==> src/rtl/pa_pkg.sv <==
package pa_pkg;

  typedef struct packed {
    logic cntWr;
    logic cntInc;
    logic maskWr;
    logic flagWr;
  } paStrobe_t;

  typedef enum logic [1:0] {
    SEL_NONE,
    SEL_MASK,
    SEL_FLAG,
    SEL_CNT
  } paRdSel_t;

  localparam int OVF_BIT  = 5;
  localparam int EDGE_BIT = 4;

endpackage

==> src/rtl/pa_ctrl.sv <==
module pa_ctrl
  import pa_pkg::*;
#(
  parameter int ADDR_W      = 8,
  parameter int SYNC_STAGES = 2,
  parameter logic [ADDR_W-1:0] MASK_ADDR = 8'h24,
  parameter logic [ADDR_W-1:0] FLAG_ADDR = 8'h25,
  parameter logic [ADDR_W-1:0] CNT_ADDR  = 8'h27
) (
  input  logic              clk,
  input  logic              rstN,
  input  logic [ADDR_W-1:0] regAddr,
  input  logic              regWe,
  input  logic              accumPin,
  input  logic              edgeFallSel,
  output paStrobe_t         strb,
  output paRdSel_t          rdSel
);

  logic [SYNC_STAGES-1:0] syncQ;
  logic                   prevPin;
  logic                   syncPin;
  logic                   edgeHit;

  assign syncPin = syncQ[SYNC_STAGES-1];

  always_ff @(posedge clk or negedge rstN) begin
    if (!rstN) begin
      syncQ   <= '0;
      prevPin <= 1'b0;
    end else begin
      syncQ   <= {syncQ[SYNC_STAGES-2:0], accumPin};
      prevPin <= syncPin;
    end
  end

  always_comb begin
    if (edgeFallSel) edgeHit = prevPin & ~syncPin;
    else             edgeHit = syncPin & ~prevPin;
  end

  always_comb begin
    strb.cntInc = edgeHit;
    strb.cntWr  = regWe && (regAddr == CNT_ADDR);
    strb.maskWr = regWe && (regAddr == MASK_ADDR);
    strb.flagWr = regWe && (regAddr == FLAG_ADDR);
  end

  always_comb begin
    if      (regAddr == MASK_ADDR) rdSel = SEL_MASK;
    else if (regAddr == FLAG_ADDR) rdSel = SEL_FLAG;
    else if (regAddr == CNT_ADDR)  rdSel = SEL_CNT;
    else                           rdSel = SEL_NONE;
  end

  // a counted edge needs a real transition of the synchronised line
  assert_edge_needs_change_R4: assert property (@(posedge clk) disable iff (!rstN)
    strb.cntInc |-> (syncPin != prevPin));

endmodule

==> src/rtl/pa_data.sv <==
module pa_data
  import pa_pkg::*;
#(
  parameter int DATA_W = 8
) (
  input  logic              clk,
  input  logic              rstN,
  input  paStrobe_t         strb,
  input  paRdSel_t          rdSel,
  input  logic [DATA_W-1:0] regWdata,
  output logic [DATA_W-1:0] regRdata,
  output logic              paOvfIrq,
  output logic              paEdgeIrq
);

  localparam logic [DATA_W-1:0] MASK_KEEP = DATA_W'(8'hF3);

  logic [DATA_W-1:0] cntReg;
  logic [DATA_W-1:0] maskReg;
  logic              ovfFlag;
  logic              edgeFlag;
  logic              wrapNow;
  logic              clrOvf;
  logic              clrEdge;

  assign wrapNow = strb.cntInc && !strb.cntWr && (cntReg == '1);
  assign clrOvf  = strb.flagWr && regWdata[OVF_BIT];
  assign clrEdge = strb.flagWr && regWdata[EDGE_BIT];

  // counter: deliberately outside the reset domain
  always_ff @(posedge clk) begin
    if (strb.cntWr)       cntReg <= regWdata;
    else if (strb.cntInc) cntReg <= cntReg + 1'b1;
  end

  always_ff @(posedge clk or negedge rstN) begin
    if (!rstN) begin
      maskReg  <= '0;
      ovfFlag  <= 1'b0;
      edgeFlag <= 1'b0;
    end else begin
      if (strb.maskWr) maskReg <= regWdata & MASK_KEEP;
      ovfFlag  <= (ovfFlag  & ~clrOvf)  | wrapNow;
      edgeFlag <= (edgeFlag & ~clrEdge) | strb.cntInc;
    end
  end

  always_comb begin
    regRdata = '0;
    case (rdSel)
      SEL_MASK: regRdata = maskReg;
      SEL_FLAG: begin
        regRdata[OVF_BIT]  = ovfFlag;
        regRdata[EDGE_BIT] = edgeFlag;
      end
      SEL_CNT:  regRdata = cntReg;
      default:  regRdata = '0;
    endcase
  end

  assign paOvfIrq  = ovfFlag  & maskReg[OVF_BIT];
  assign paEdgeIrq = edgeFlag & maskReg[EDGE_BIT];

  // a counter write lands exactly
  assert_cnt_write_R1: assert property (@(posedge clk) disable iff (!rstN)
    $past(strb.cntWr) |-> cntReg == $past(regWdata));

  // an increment adds one
  assert_cnt_inc_R3: assert property (@(posedge clk) disable iff (!rstN)
    ($past(strb.cntInc) && !$past(strb.cntWr)) |-> cntReg == $past(cntReg) + 1'b1);

  // a wrap leaves the wrap flag set
  assert_wrap_sets_R5: assert property (@(posedge clk) disable iff (!rstN)
    ($past(strb.cntInc) && !$past(strb.cntWr) && $past(cntReg) == '1) |-> ovfFlag);

  // hardware set beats a same-cycle clear
  assert_set_wins_R8: assert property (@(posedge clk) disable iff (!rstN)
    $past(strb.cntInc) |-> edgeFlag);

  // a counter write never raises the wrap flag
  assert_no_overflow_R9: assert property (@(posedge clk) disable iff (!rstN)
    ($past(strb.cntWr) && !$past(ovfFlag)) |-> !ovfFlag);

endmodule

==> src/rtl/pulse_accum.sv <==
module pulse_accum
  import pa_pkg::*;
#(
  parameter int ADDR_W      = 8,
  parameter int DATA_W      = 8,
  parameter int SYNC_STAGES = 2,
  parameter logic [ADDR_W-1:0] MASK_ADDR = 8'h24,
  parameter logic [ADDR_W-1:0] FLAG_ADDR = 8'h25,
  parameter logic [ADDR_W-1:0] CNT_ADDR  = 8'h27
) (
  input  logic              clk,
  input  logic              rstN,
  input  logic [ADDR_W-1:0] regAddr,
  input  logic              regWe,
  input  logic [DATA_W-1:0] regWdata,
  output logic [DATA_W-1:0] regRdata,
  input  logic              accumPin,
  input  logic              edgeFallSel,
  output logic              paOvfIrq,
  output logic              paEdgeIrq
);

  paStrobe_t strb;
  paRdSel_t  rdSel;

  pa_ctrl #(
    .ADDR_W(ADDR_W), .SYNC_STAGES(SYNC_STAGES),
    .MASK_ADDR(MASK_ADDR), .FLAG_ADDR(FLAG_ADDR), .CNT_ADDR(CNT_ADDR)
  ) uCtrl (
    .clk(clk), .rstN(rstN), .regAddr(regAddr), .regWe(regWe),
    .accumPin(accumPin), .edgeFallSel(edgeFallSel),
    .strb(strb), .rdSel(rdSel)
  );

  pa_data #(.DATA_W(DATA_W)) uData (
    .clk(clk), .rstN(rstN), .strb(strb), .rdSel(rdSel),
    .regWdata(regWdata), .regRdata(regRdata),
    .paOvfIrq(paOvfIrq), .paEdgeIrq(paEdgeIrq)
  );

endmodule

==> config.mk <==
export PLATFORM = sky130hd
export DESIGN_NAME = pulse_accum
export DESIGN_NICKNAME = d
export VERILOG_FILES = /design/src/rtl/pa_pkg.sv /design/src/rtl/pa_ctrl.sv /design/src/rtl/pa_data.sv /design/src/rtl/pulse_accum.sv
export SDC_FILE = /design/constraint.sdc
export NUM_CORES = 1
export LEC_CHECK = 0
export BUFFER_PORTS_ARGS = -buffer_cell sky130_fd_sc_hd__buf_2
export CORE_MARGIN = 4
export CORE_UTILIZATION = 50
export CTS_CLUSTER_DIAMETER = 100
export DETAILED_ROUTE_END_ITERATION = 7
export GPL_TIMING_DRIVEN = 0
export MAX_ROUTING_LAYER = met4
export PLACE_DENSITY = 0.78
export SYNTH_ARGS = -nofsm -noshare
export SYNTH_HDL_FRONTEND = slang
export SYNTH_SLANG_ARGS = --single-unit
==> constraint.sdc <==
create_clock -name clk -period 1.4 [get_ports clk]
set_input_delay 0.28 -clock clk [delete_from_list [all_inputs] [get_ports clk]]
set_output_delay 0.28 -clock clk [all_outputs]
set_load 0.03 [all_outputs]
After elaboration in Yosys (flattened, before gate mapping):

Cells that the tools add are included.

* flip-flop bits (word level): 19

* add/subtract/negate cells: 1
* muxes and demuxes: 9
* reduce and logical (&&, ||, !) cells: 9
* bitwise gates (word level): 12
* equality and inequality tests: 7

Operator list (count)
* $eq A8 B6 Y1 const B: 3
* $mux W8: 2
* $add A8 B1 Y8 const B: 1
* $eq A8 B8 Y1 const B: 1
* $pmux W4 S2: 1
* $logic_and A1 B1 Y1: 7
* $and A1 B1 Y1: 6
* $mux W2: 3
* $pmux W2 S3: 1
* $eq A2 B2 Y1 const B: 2
* $not A1 Y1: 4
* $pmux W2 S2: 1
* $eq A2 B1 Y1 const B: 1
* $or A1 B1 Y1: 2
* $reduce_bool A2 Y1: 1
* $logic_not A1 Y1: 1
* $mux W1: 1

Longest topological paths before layout:

* word-level depth: 6
* mapped depth: 6
* gate-level depth less buffers: 5

Cells and area by module:

From an unflattened synthesis, not the netlist that was laid out.

* cells, all modules: 101
* area total of the unflattened synthesis: 1064.8 µm²

Modules (own cells, without submodules)
* pa_data: cells an instance 84, seq. area each 440.4 µm², area each 899.6 µm², times used 1
* pa_ctrl: cells an instance 17, seq. area each 75.1 µm², area each 165.2 µm², times used 1

Worst setup path before layout:

Ideal clock, no wire load.

* path type: input port to output port
* from: in regAddr[4]
* to: out regRdata[0]
* stages: 3
* data required time: 1.120 ns
* buffers on the path: 0
* data arrival time: 1.209 ns
* slack: -0.089 ns
* cell sequence: nor4b_4 nand2_1 nor2_1

* word-level cells in the longest chain between the ends: 6
* elaborated cells between the ends (all ways): 9

Ends and longest elaborated chain
* start, declared: RTL line pulse_accum.sv:13 `input logic [ADDR_W-1:0] regAddr,`
* $eq A8 B6 Y1: RTL line pa_ctrl.sv:52 `else if (regAddr == CNT_ADDR) rdSel = SEL_CNT;`
* $mux W2: RTL line pa_ctrl.sv:52
* $mux W2: RTL line pa_ctrl.sv:51 `else if (regAddr == FLAG_ADDR) rdSel = SEL_FLAG;`
* $mux W2 *: RTL line pa_ctrl.sv:50 `if (regAddr == MASK_ADDR) rdSel = SEL_MASK;`
* $eq A2 B2 Y1 / $eq A2 B1 Y1 (equally long branches): RTL line pa_data.sv:50 `case (rdSel)`
* $pmux W4 S2 *: RTL line pa_data.sv:50
* end, declared: RTL line pulse_accum.sv:16 `output logic [DATA_W-1:0] regRdata,`

Every way passes the cells marked *; elsewhere a longest branch is shown, timed or not.

Worst setup path after layout:

* from: reg uData.cntReg[4]
* to: out regRdata[4]

* word-level cells in the longest chain between the ends: 1

Ends and longest elaborated chain
* start, declared: RTL line pa_data.sv:18 `logic [DATA_W-1:0] cntReg;`
* start signal, assigned: RTL line pa_data.sv:32 `if (strb.cntWr) cntReg <= regWdata;`
* start signal, assigned: RTL line pa_data.sv:33 `else if (strb.cntInc) cntReg <= cntReg + 1'b1;`
* $pmux W2 S3: RTL line pa_data.sv:50

Every way passes these cells.

==> results.cfg <==
[outcome]
status = finished with violations
violations = setup timing

[clock_tree]
cts_tree = yes
cts_max_path_buffers = 2
clk_pin_slew_worst_paths_ns = 0.11
root_buffer = clkbuf_4
clk_latency_ns = 0.29
clock_sinks = 19
htreeDepth = 1
cts_buffers = 3

[critical_path]
crit_fanout = 2
crit_start = uData.cntReg[4]$_DFFE_PP_
rr_startpoint = uData.cntReg[2]$_DFFE_PP_
end_kind = output port
crit_type = flop to output port
critPathLaunchType = flop
crit_slowest_cell = edfxtp_1
required_ns = 1.12
worst_ep_arrival_time_ns = 1.39
cp_slowest_stage_delay_ns = 0.44
path_cells = mux2_4 -> a22oi_2 -> nor2_1 -> buf_4

[sta]
setup_viol = 8
slew_headroom_pct = 71.9
tightest_slew_ns = 0.421
maxSlewViolCount = 0
rsz0062_at_grt = yes
hold_viol_final = 0
max_freq_ghz = 0.600
finalCritPeriodShare_pct = 119
timing.final.ws_setup_ns = -0.265
hold_ws_ns = 0.0955
skew_ns = 0.00915
setup_tns_ns = -1.08
period_needed_ns = 1.67

[routing]
wl_per_cell_um = 16.5
drtIter0Drc = 23
post_drt_via_cell_ratio = 5.60
totalWireLength_um = 2700
drc_errors = 0
via_count = 919
route.antenna.remaining_nets = 0
firstDrtPassIters = 4

[job]
drv_cap = 0

[floorplanning]
die_h_um = 53.6
std_cell_rows = 16
pin_count = 31
core-area_um2 = 1960
dieArea_um2 = 2870
floorplan.initialDensity_pct = 53.0
die_w_um = 53.6

[cells_and_area]
syn_to_final_growth_pct = 40.7
nFillCells = 154
final_cell_area_um2 = 1460
antenna_cells = 0
drive_gt1_share_pct = 52.6
finalNonFillerCells = 164
finalNetCount = 160

[synthesis]
synthAdderAreaFrac_pct = 1.20
synth.largest_area_cell = dfrtp_1
netlist_instances = 96
synth_cell_type_count = 26
synth_top_family_by_area = simple AND/OR/NAND/NOR gates
syn_avg_cell_area_um2 = 10.8
mappedNetlistArea_um2 = 1040
synth_common_cells = nor2_1, dfrtp_1, mux2_2, edfxtp_1, a21oi_1
synth_edf_count = 8
yosys_most_used_dff = dfrtp_1
async_reset_ff_share_pct = 57.9
synth-compound-area-share_pct = 9.51
synth.ff_latch_count = 19
synth_top_cell_area_share_pct = 26.5
synthMuxAreaShare_pct = 9.75
yosys.area_share.simple_pct = 23.9
synth_most_common_cell = nor2_1
yosys_warnings = 0
synth_xor_area_share_pct = 5.05
ys_seq_area_share_pct = 49.6
synth_area_leaders = dfrtp_1, edfxtp_1, mux2_2
synth_nets = 118

[worst_hold_path]
min_path_type = primary input to flop
worstHoldStart = accumPin

[global_route]
grt_max_degree = 12
antenna_found_initial = 0
grt_pass1_vias = 922
track_usage_pct = 19.8
grt_overflow = 0
grt_pass1_wl_um = 3990

[power_and_ir_drop]
power_density_nw_per_um2 = 743
finalPower_mw = 1.09
ir_drop_uv = 746
p_leak_nw = 0.624

[placed_design]
place_hpwl_um = 1760
placed_cells = 153
placed_cell_area_um2 = 1230
io_buffers = 30
gp_congestion = 0.778
per-layer routing:
| layer | global-route usage [%] | wire length, um | vias up |
|---|---|---|---|
| met5 | - | 0 | - |
| met4 | 5.96 | 21 | 0 |
| met3 | 2.22 | 132 | 4 |
| met2 | 35.3 | 1400 | 33 |
| met1 | 23.5 | 1150 | 447 |
| li1 | - | - | 435 |
critical path: cells and delay by family (launching register included):
kind | cells | cell delay [ns]
buffers and inverters | 1 | 0.17
AO/OA/AOI/OAI | 1 | 0.13
flip-flops | 1 | 0.44
multiplexers | 1 | 0.28
AND/OR/NAND/NOR | 1 | 0.07
stage by stage:
step	setup WS [ns]	utilization, %
CTS	-0.229	70.4
floorplan	-0.0893	-
global route	-0.288	74.6
detailed placement	-0.302	62.5
global placement	-0.284	62.5
finish	-0.265	74.6
where the power goes:
part / total [mW] / internal [mW] / switching [mW] / leakage (nW)
clock: 0.270 / 0.111 / 0.159 / 0.0150
sequential: 0.639 / 0.614 / 0.0249 / 0.215
combinational: 0.178 / 0.0869 / 0.0912 / 0.394
placed cells by master, fill, tap and decap left out, types with 5 or more instances in the layout:
| cell type | instances |
|---|---|
| buf_2 | 21 |
| dfrtp_1 | 11 |
| buf_6 | 8 |
| a21oi_1 | 7 |
| mux2_2 | 7 |
| nor2_2 | 5 |
| nor2_1 | 11 |
| nand3_1 | 5 |
| buf_4 | 8 |
| edfxtp_1 | 8 |
path summary, 6_finish.rpt:
path,to,slack [ns],depth (start not counted)
max,regRdata[4],-0.27,4
min,uCtrl.syncQ[0]$_DFF_PN0_,0.1,1
max reg2reg,uData.cntReg[7]$_DFFE_PP_,0.05,4
min reg2reg,uCtrl.syncQ[1]$_DFF_PN0_,0.36,0
max in group asynchronous,uData.maskReg[5]$_DFFE_PN0P_,0.83,2
min in group asynchronous,uData.maskReg[0]$_DFFE_PN0P_,0.37,2
flip-flops by register name, indices dropped and copies added (netlist names):
| register | flops |
|---|---|
| uData.cntReg | 8 |
| uData.edgeFlag | 1 |
| uData.maskReg | 6 |
| uCtrl.syncQ | 2 |
| uData.ovfFlag | 1 |
| uCtrl.prevPin | 1 |
layout make-up:
type	instances	area [um^2]	area share, %
multi-input combinational	76	622	42.5
sequential	19	515	35.2
timing repair buffer	36	246	16.9
tap	27	33.8	2.31
clock buffer	4	26.3	1.80
buffer	2	18.8	1.28
cell families (layout without fill, tap and decap cells):
kind of cell / after synthesis / in the layout
flip-flops: 19 / 19
adder cells (fa/ha/maj): 1 / 1
AO/OA/AOI/OAI: 16 / 16
buffers and inverters: 2 / 42
XOR/XNOR: 6 / 6
multiplexers: 9 / 9
AND/OR/NAND/NOR: 43 / 44
repair_timing:
item	4_1_cts	5_1_grt
endpoints found under the setup margin	16	19
hold endpoints to repair	11	0
buffers inserted	4	2
gates resized for setup	24	18
gates cloned	0	2
hold buffers	1	0
pin swaps	0	6
No activity file was read; power rests on OpenSTA's default activity.
